**src/rtl/wb_arb_pkg.sv**
```systemverilog
package wb_arb_pkg;
  typedef struct packed {
    logic ack;
    logic err;
    logic rty;
  } wb_term_t;
endpackage

```
**src/rtl/wb_arb_core.sv**
```systemverilog
module wb_arb_core #(
  parameter int N_MST = 3
) (
  input  logic             clk_i,
  input  logic             rst_ni,
  input  logic [N_MST-1:0] cyc_i,
  input  logic [N_MST-1:0] stb_i,
  input  logic [N_MST-1:0] lock_i,
  input  logic             term_i,
  output logic [N_MST-1:0] grant_o
);
  logic [N_MST-1:0] gnt_q, gnt_d, pick, eff;
  logic hold;

  assign eff = gnt_q & cyc_i;
  // lock and pending strobe only count while the owner still requests
  assign hold = (|(eff & lock_i)) | ((|(eff & stb_i)) & ~term_i);

  always_comb begin
    pick = '0;
    for (int i = N_MST-1; i >= 0; i--) begin
      if (cyc_i[i]) begin
        pick    = '0;
        pick[i] = 1'b1;
      end
    end
  end

  assign gnt_d = hold ? gnt_q : pick;

  always_ff @(posedge clk_i or negedge rst_ni) begin
    if (!rst_ni) gnt_q <= '0;
    else         gnt_q <= gnt_d;
  end

  assign grant_o = eff;
endmodule

```
**src/rtl/wb_arb_mux.sv**
```systemverilog
module wb_arb_mux
  import wb_arb_pkg::*;
#(
  parameter int N_MST = 3,
  parameter int AW    = 32,
  parameter int DW    = 32,
  localparam int SW   = DW/8
) (
  input  logic [N_MST-1:0]    grant_i,
  input  logic [N_MST-1:0]    stb_i,
  input  logic [N_MST-1:0]    we_i,
  input  logic [N_MST*AW-1:0] adr_i,
  input  logic [N_MST*DW-1:0] dat_i,
  input  logic [N_MST*SW-1:0] sel_i,
  input  wb_term_t            s_term_i,
  output logic                s_cyc_o,
  output logic                s_stb_o,
  output logic                s_we_o,
  output logic [AW-1:0]       s_adr_o,
  output logic [DW-1:0]       s_dat_o,
  output logic [SW-1:0]       s_sel_o,
  output logic [N_MST-1:0]    ack_o,
  output logic [N_MST-1:0]    err_o,
  output logic [N_MST-1:0]    rty_o
);
  assign s_cyc_o = |grant_i;
  assign s_stb_o = |(grant_i & stb_i);
  assign s_we_o  = |(grant_i & we_i);

  always_comb begin
    s_adr_o = '0;
    s_dat_o = '0;
    s_sel_o = '0;
    for (int i = 0; i < N_MST; i++) begin
      s_adr_o |= adr_i[i*AW +: AW] & {AW{grant_i[i]}};
      s_dat_o |= dat_i[i*DW +: DW] & {DW{grant_i[i]}};
      s_sel_o |= sel_i[i*SW +: SW] & {SW{grant_i[i]}};
    end
  end

  for (genvar g = 0; g < N_MST; g++) begin : g_term
    logic live;
    assign live     = grant_i[g] & stb_i[g];
    assign ack_o[g] = live & s_term_i.ack;
    assign err_o[g] = live & s_term_i.err;
    assign rty_o[g] = live & s_term_i.rty;
  end
endmodule

```
**src/rtl/wb_prio_arb.sv**
```systemverilog
module wb_prio_arb
  import wb_arb_pkg::*;
#(
  parameter int N_MST = 3,
  parameter int AW    = 32,
  parameter int DW    = 32,
  localparam int SW   = DW/8
) (
  input  logic                clk_i,
  input  logic                rst_ni,
  input  logic [N_MST-1:0]    m_cyc_i,
  input  logic [N_MST-1:0]    m_stb_i,
  input  logic [N_MST-1:0]    m_we_i,
  input  logic [N_MST-1:0]    m_lock_i,
  input  logic [N_MST*AW-1:0] m_adr_i,
  input  logic [N_MST*DW-1:0] m_dat_i,
  input  logic [N_MST*SW-1:0] m_sel_i,
  output logic [DW-1:0]       m_dat_o,
  output logic [N_MST-1:0]    m_ack_o,
  output logic [N_MST-1:0]    m_err_o,
  output logic [N_MST-1:0]    m_rty_o,
  output logic [N_MST-1:0]    grant_o,
  output logic                s_cyc_o,
  output logic                s_stb_o,
  output logic                s_we_o,
  output logic [AW-1:0]       s_adr_o,
  output logic [DW-1:0]       s_dat_o,
  output logic [SW-1:0]       s_sel_o,
  input  logic                s_ack_i,
  input  logic                s_err_i,
  input  logic                s_rty_i,
  input  logic [DW-1:0]       s_dat_i
);
  wb_term_t         s_term;
  logic [N_MST-1:0] gnt;

  assign s_term  = '{ack: s_ack_i, err: s_err_i, rty: s_rty_i};
  assign m_dat_o = s_dat_i;
  assign grant_o = gnt;

  wb_arb_core #(.N_MST(N_MST)) i_core (
    .clk_i  (clk_i),
    .rst_ni (rst_ni),
    .cyc_i  (m_cyc_i),
    .stb_i  (m_stb_i),
    .lock_i (m_lock_i),
    .term_i (s_ack_i | s_err_i | s_rty_i),
    .grant_o(gnt)
  );

  wb_arb_mux #(.N_MST(N_MST), .AW(AW), .DW(DW)) i_mux (
    .grant_i (gnt),
    .stb_i   (m_stb_i),
    .we_i    (m_we_i),
    .adr_i   (m_adr_i),
    .dat_i   (m_dat_i),
    .sel_i   (m_sel_i),
    .s_term_i(s_term),
    .s_cyc_o (s_cyc_o),
    .s_stb_o (s_stb_o),
    .s_we_o  (s_we_o),
    .s_adr_o (s_adr_o),
    .s_dat_o (s_dat_o),
    .s_sel_o (s_sel_o),
    .ack_o   (m_ack_o),
    .err_o   (m_err_o),
    .rty_o   (m_rty_o)
  );
endmodule

```
**config.mk**
```make
export PLATFORM = sky130hd
export DESIGN_NAME = wb_prio_arb
export DESIGN_NICKNAME = d
export VERILOG_FILES = /design/src/rtl/wb_arb_pkg.sv /design/src/rtl/wb_arb_core.sv /design/src/rtl/wb_arb_mux.sv /design/src/rtl/wb_prio_arb.sv
export SDC_FILE = /design/constraint.sdc
export NUM_CORES = 1
export LEC_CHECK = 0
export CAP_MARGIN = 40
export CORE_AREA = 2 2 143 145
export CTS_CLUSTER_SIZE = 24
export DETAILED_ROUTE_END_ITERATION = 10
export DIE_AREA = 0 0 145 147
export PLACE_DENSITY = 0.52
export SYNTH_ARGS = -nofsm -noshare
export SYNTH_HDL_FRONTEND = slang
export SYNTH_SLANG_ARGS = --single-unit
```
**constraint.sdc**
```tcl
create_clock -name clk_i -period 1.7 [get_ports clk_i]
set_input_delay 0.425 -clock clk_i [delete_from_list [all_inputs] [get_ports clk_i]]
set_output_delay 0.425 -clock clk_i [all_outputs]
set_load 0.005 [all_outputs]
```
==> flow_summary.toml, run 1 <==
[clock_network]
clk_path_buf_depth = 2
clkLatencyLatePin_ns = 0.22
path_clk_slew_ns = 0.03
cts_buffers = 3
cts_sinks = 3
cts_tree = "built"
hold_buffers = 0
htreeDepth = 1
root_buffer = "clkbuf_16"

[synth]
ys_ff_latch = 3
synthCells = 290
synth_fp_nets = 543
yosysWarnings = 0
synth-seq-area-share_pct = 4.633
syn_area_um2 = 1620
syn_avg_cell_area_um2 = 5.587
ys_types = 15

[finish]
num_antenna_cells = 0
fin_nets = 904
top_regs = "i_core.gnt_q (3)"
utilization_pct = 31.93
largest_reg_flops = 3
post_route_cells_drive_above_1_share_pct = 44.77
stdcell_count = 920
area_delta_synth_final_pct = 291.0
top_register = "i_core.gnt_q"
finalInstanceArea_um2 = 6336
fillers = 2101

[setup_path]
cpPeakStageDelay_ns = 0.39
crit_type = "flop to primary output"
cp-end-kind = "primary output"
slowest_stage = "dfrtp_1"
path_max_fanout = 5
cp.arrival_ns = 1.68
cp-start-kind = "flop"
crit_required_ns = 1.27
crit_chain = "and2_4 -> buf_12 -> buf_12 -> buf_6 -> buf_6 -> a22oi_2 -> nand2_2 -> buf_2"

[sta]
finalHoldViolCount = 0
fin_ws_ns = -0.4036
setup-tns-final_ns = -19.62
rsz0062_at_grt = "yes"
finalCritPeriodShare_pct = 123.7
relSlewSlack_pct = 75.15
drv_slew = 0
finalClockSkew_ns = 0.0008195
setup-violations-final = 81
max_freq_mhz = 475.4
hold_ws_ns = 0.3934
fin_crit_ns = 2.104
worst_pin_slew_ns = 0.3699

[route]
wirelength_um = 16280
avgViaCountPerCell = 3.823
drtAntennaViolNets = 0
dr_total_vias = 3517
routedWlPerCell_um = 17.69
first_pass_iters = 4
drc = 0
dr.first_iter.drc_count = 105

[grt]
grt_pass1_wl_um = 23450
gr-total-overflow = 0
first_global_vias = 3787
antenna_found_initial = 0
grt_max_degree = 18
track_usage_pct = 14.29

[power]
power.switching_mw = 0.7114
peakVddDrop_uv = 488.7
leakage_nw = 2.855
p_clk_share_pct = 16.7
seq_power_share_pct = 3.8
p_per_area_nw_per_um2 = 351.5
comb_power_share_pct = 79.5
p_int_mw = 1.516
swShare_pct = 31.94
total_power_mw = 2.227

[floorplanning]
num_rows = 52
start_util_pct = 8.165
core_region_area_um2 = 19840
ioPinCount = 368
die_w_um = 145
dieArea_um2 = 21320
die_h_um = 147

[placement]
place_ws_ns = -0.8682
hpwlAfterDp_um = 9727
finalWeightedCongestion = 0.7722
placed_area_um2 = 4848
dp_cells = 822
io_buffers = 303

[job]
drv_cap = 0

[status]
violations = "setup timing"
status = "finished with violations"

[hold_path]
hold_path_class = "primary input to async pin"
==> placed cells by master, fill, tap and decap left out, drive strengths merged, types with 2 or more instances in the layout <==
cell type / instances
and3: 8
clkbuf: 15
dfrtp: 3
dlygate4sd2: 6
clkdlybuf4s50: 211
a22oi: 69
a221o: 2
nand2: 138
and2: 7
buf: 183
mux2: 3
==> logic make-up after synthesis <==
| family | Yosys count | share of synthesized area, % |
|---|---|---|
| mux | 3 | 2.085 |
| compound gates | 72 | 33.75 |
| simple gates | 156 | 38.92 |
| buf+inv | 56 | 20.62 |
| flops | 3 | 4.633 |
==> repair_timing <==
item / 4_1_cts / 5_1_grt
resized for setup: 489 / 73
setup buffers: 71 / 25
setup endpoints to repair: 86 / 83
pin swaps: 87 / 83
cloned: 16 / 1
==> power groups by stage <==
stage	Sequential [mW]	Combinational [mW]	Clock, mW
global route	0.0862	1.89	0.391
detailed placement	0.0840	1.35	0
CTS	0.0845	1.74	0.377
floorplan	0.0825	0.384	0
global placement	0.0838	1.36	0
finish	0.0849	1.77	0.372
==> synth_stat cells, drive strengths merged <==
master	count	area, um2
a221o	2	20.02
nand2	138	518.0
nor2b	1	6.260
a22oi	69	518.0
buf	35	255.2
and3	8	50.05
and2	6	37.54
nor3	1	5.000
nor3b	1	7.510
or3	1	6.260
mux2	3	33.78
clkbuf	21	78.83
dfrtp	3	75.07
a21oi	1	8.760
==> worst max-delay path: cells and delay by family (launching register included) <==
family,cells,cell delay [ns]
compound gates,1,0.15
buf+inv,5,0.61
flops,1,0.39
simple gates,2,0.29
==> routing by layer <==
layer,up-vias,GRT usage (%),routed length [um]
met5,-,0,0
li1,1705,-,-
met1,1596,17.87,6867
met4,0,3.762,516
met3,38,3.851,1279
met2,178,24.33,7613
==> path summary, 6_finish.rpt <==
| kind | start | slack [ns] | endpoint | cells after the start |
|---|---|---|---|---|
| min in group clk_i | i_core.gnt_q[1] | 0.54 | i_core.gnt_q[1] | 1 |
| worst min-delay path | rst_ni | 0.39 | i_core.gnt_q[2] | 1 |
| worst min register to register | i_core.gnt_q[1] | 0.54 | i_core.gnt_q[1] | 1 |
| worst max-delay path | i_core.gnt_q[1] | -0.40 | s_dat_o[4] | 8 |
| max in group asynchronous | rst_ni | 1.16 | i_core.gnt_q[0] | 1 |
| worst max register to register | i_core.gnt_q[1] | -0.23 | i_core.gnt_q[1] | 7 |
==> cell type report <==
| type | count | area (um2) | share of cell area (%) |
|---|---|---|---|
| multi-input cells | 232 | 1650 | 26.05 |
| clock buffers | 4 | 78.83 | 1.244 |
| repair buffers | 411 | 4194 | 66.19 |
| well taps | 270 | 337.8 | 5.332 |
| flip-flops and latches | 3 | 75.07 | 1.185 |
No activity file was read; power rests on OpenSTA's default activity.
==> run 2, diff against run 1 <==
- MAX_ROUTING_LAYER: not set -> met4
==> run 2 against run 1 <==
The run still ends with setup timing left. Total power about the same. Utilization unchanged. Combinational power about the same. Largest power group unchanged. Sequential cell count unchanged. Non-clock buffer count unchanged. Via count about the same. Critical path depth unchanged. Register-to-register slack about the same. Worst hold slack about the same.
==> flow_summary.toml, run 2 (synthesized netlist as in run 1, its figures left out) <==
[sta]
fin_ws_ns = -0.4060
fin_crit_ns = 2.106
finalHoldViolCount = 0
rsz0062_at_grt = "yes"
relSlewSlack_pct = 74.34
max_freq_mhz = 474.8
hold_ws_ns = 0.3934
finalCritPeriodShare_pct = 123.9
finalClockSkew_ns = 0.0008165
setup-violations-final = 81
drv_slew = 0
worst_pin_slew_ns = 0.3819

[clock_network]
root_buffer = "clkbuf_16"
clkLatencyLatePin_ns = 0.22
cts_sinks = 3
cts_buffers = 3
path_clk_slew_ns = 0.03
htreeDepth = 1
clk_path_buf_depth = 2
cts_tree = "built"

[finish]
stdcell_count = 920
layout_common_cells = "clkdlybuf4s50_1 (211), nand2_1 (127), a22oi_2 (68), buf_2 (68), buf_6 (56)"
largest_reg_flops = 3
num_antenna_cells = 0
top_regs = "i_core.gnt_q (3)"
top_register = "i_core.gnt_q"
area_delta_synth_final_pct = 291.0
utilization_pct = 31.93
fin_nets = 904
fillers = 2101
post_route_cells_drive_above_1_share_pct = 44.77
final_common_cell = "clkdlybuf4s50_1"

[setup_path]
cp-start-kind = "flop"
cp-end-kind = "primary output"
rrSetupSlack_ns = -0.24
reg2reg_to = "i_core.gnt_q[1]"
path_max_fanout = 5
crit_type = "flop to primary output"
cp.arrival_ns = 1.68
ff2ff_path_depth = 7
r2r_start = "i_core.gnt_q[1]"
crit_required_ns = 1.27

[placement]
io_buffers = 303
hpwlAfterDp_um = 9727
finalWeightedCongestion = 0.7826
dp_cells = 822

[power]
leakage_nw = 2.855
p_clk_share_pct = 16.7
power.switching_mw = 0.7116
seq_power_share_pct = 3.8
swShare_pct = 31.95
peakVddDrop_uv = 488.9
p_int_mw = 1.516
comb_power_share_pct = 79.5
p_per_area_nw_per_um2 = 351.6

[grt]
gr-total-overflow = 0
grt_pass1_wl_um = 23450
track_usage_pct = 14.72
antenna_found_initial = 0
grt_max_degree = 18
first_global_vias = 3780

[route]
drtAntennaViolNets = 0
dr.first_iter.drc_count = 106
drc = 0
avgViaCountPerCell = 3.825
routedWlPerCell_um = 17.68
wirelength_um = 16260
dr_total_vias = 3519
first_pass_iters = 4

[floorplanning]
core_region_area_um2 = 19840
die_h_um = 147
die_w_um = 145
num_rows = 52
dieArea_um2 = 21320
start_util_pct = 8.165
ioPinCount = 368

[status]
status = "finished with violations"
violations = "setup timing"

[hold_path]
hold_path_class = "primary input to async pin"

[job]
drv_cap = 0
run 2: cell counts in the layout (fill, tap and decap cells not counted):
No cell type changed its count.
run 2: repair_timing:
action,CTS,global route
pin swaps,87,83
hold buffers,0,0
buffers inserted,71,25
setup endpoints to repair,86,83
gates cloned,16,1
gates resized for setup,489,73
run 2: worst max-delay path by stage:
stage,start,endpoint,slack (ns),cells past startpoint
4_1_cts,i_core.gnt_q[2],s_dat_o[29],-0.49,9
2_1_floorplan,m_cyc_i[2],s_adr_o[0],0.04,5
5_1_grt,i_core.gnt_q[1],s_dat_o[4],-0.47,8
6_report,i_core.gnt_q[1],s_dat_o[4],-0.41,8
3_3_place_gp,m_cyc_i[2],s_dat_o[3],-0.87,6
3_5_place_dp,m_cyc_i[1],s_adr_o[16],-0.87,6
run 2: power groups by stage:
stage	Combinational [mW]	Clock (mW)	Sequential [mW]
after detailed placement	1.35	0	0.0840
after CTS	1.74	0.377	0.0845
after global routing	1.89	0.391	0.0862
final	1.77	0.372	0.0850
after floorplan	0.384	0	0.0825
after global placement	1.36	0	0.0838
run 2: metal layers:
metal | routed length (um) | vias up | GRT usage [%]
met1 | 6953 | 1599 | 18.12
li1 | - | 1704 | -
met2 | 7598 | 176 | 24.33
met3 | 1206 | 40 | 3.447
met4 | 504 | 0 | 3.762
met5 | 0 | - | -
run 2: layout make-up:
type / count / area, um2 / share of cell area, %
Timing Repair Buffer: 411 / 4194 / 66.19
Multi-Input combinational cell: 232 / 1650 / 26.05
Tap cell: 270 / 337.8 / 5.332
Clock buffer: 4 / 78.83 / 1.244
Sequential cell: 3 / 75.07 / 1.185
run 2: per-stage QoR:
step / instance area (um2) / total power, mW / setup WS (ns) / TNS [ns]
global placement: 4848 / 1.440 / -0.8696 / -68.00
detailed placement: 4848 / 1.436 / -0.8682 / -67.94
floorplan: 1620 / 0.4666 / 0.03625 / 0
global route: 6336 / 2.370 / -0.4708 / -24.71
finish: 6336 / 2.227 / -0.4060 / -19.79
CTS: 6262 / 2.201 / -0.4886 / -26.19
run 2: critical path: stages (launching register included):
cell     delay, ns
dfrtp_1       0.39
and2_4        0.21
buf_12        0.14
buf_12        0.13
buf_6         0.11
buf_6         0.11
a22oi_2       0.15
nand2_2       0.08
buf_2         0.12
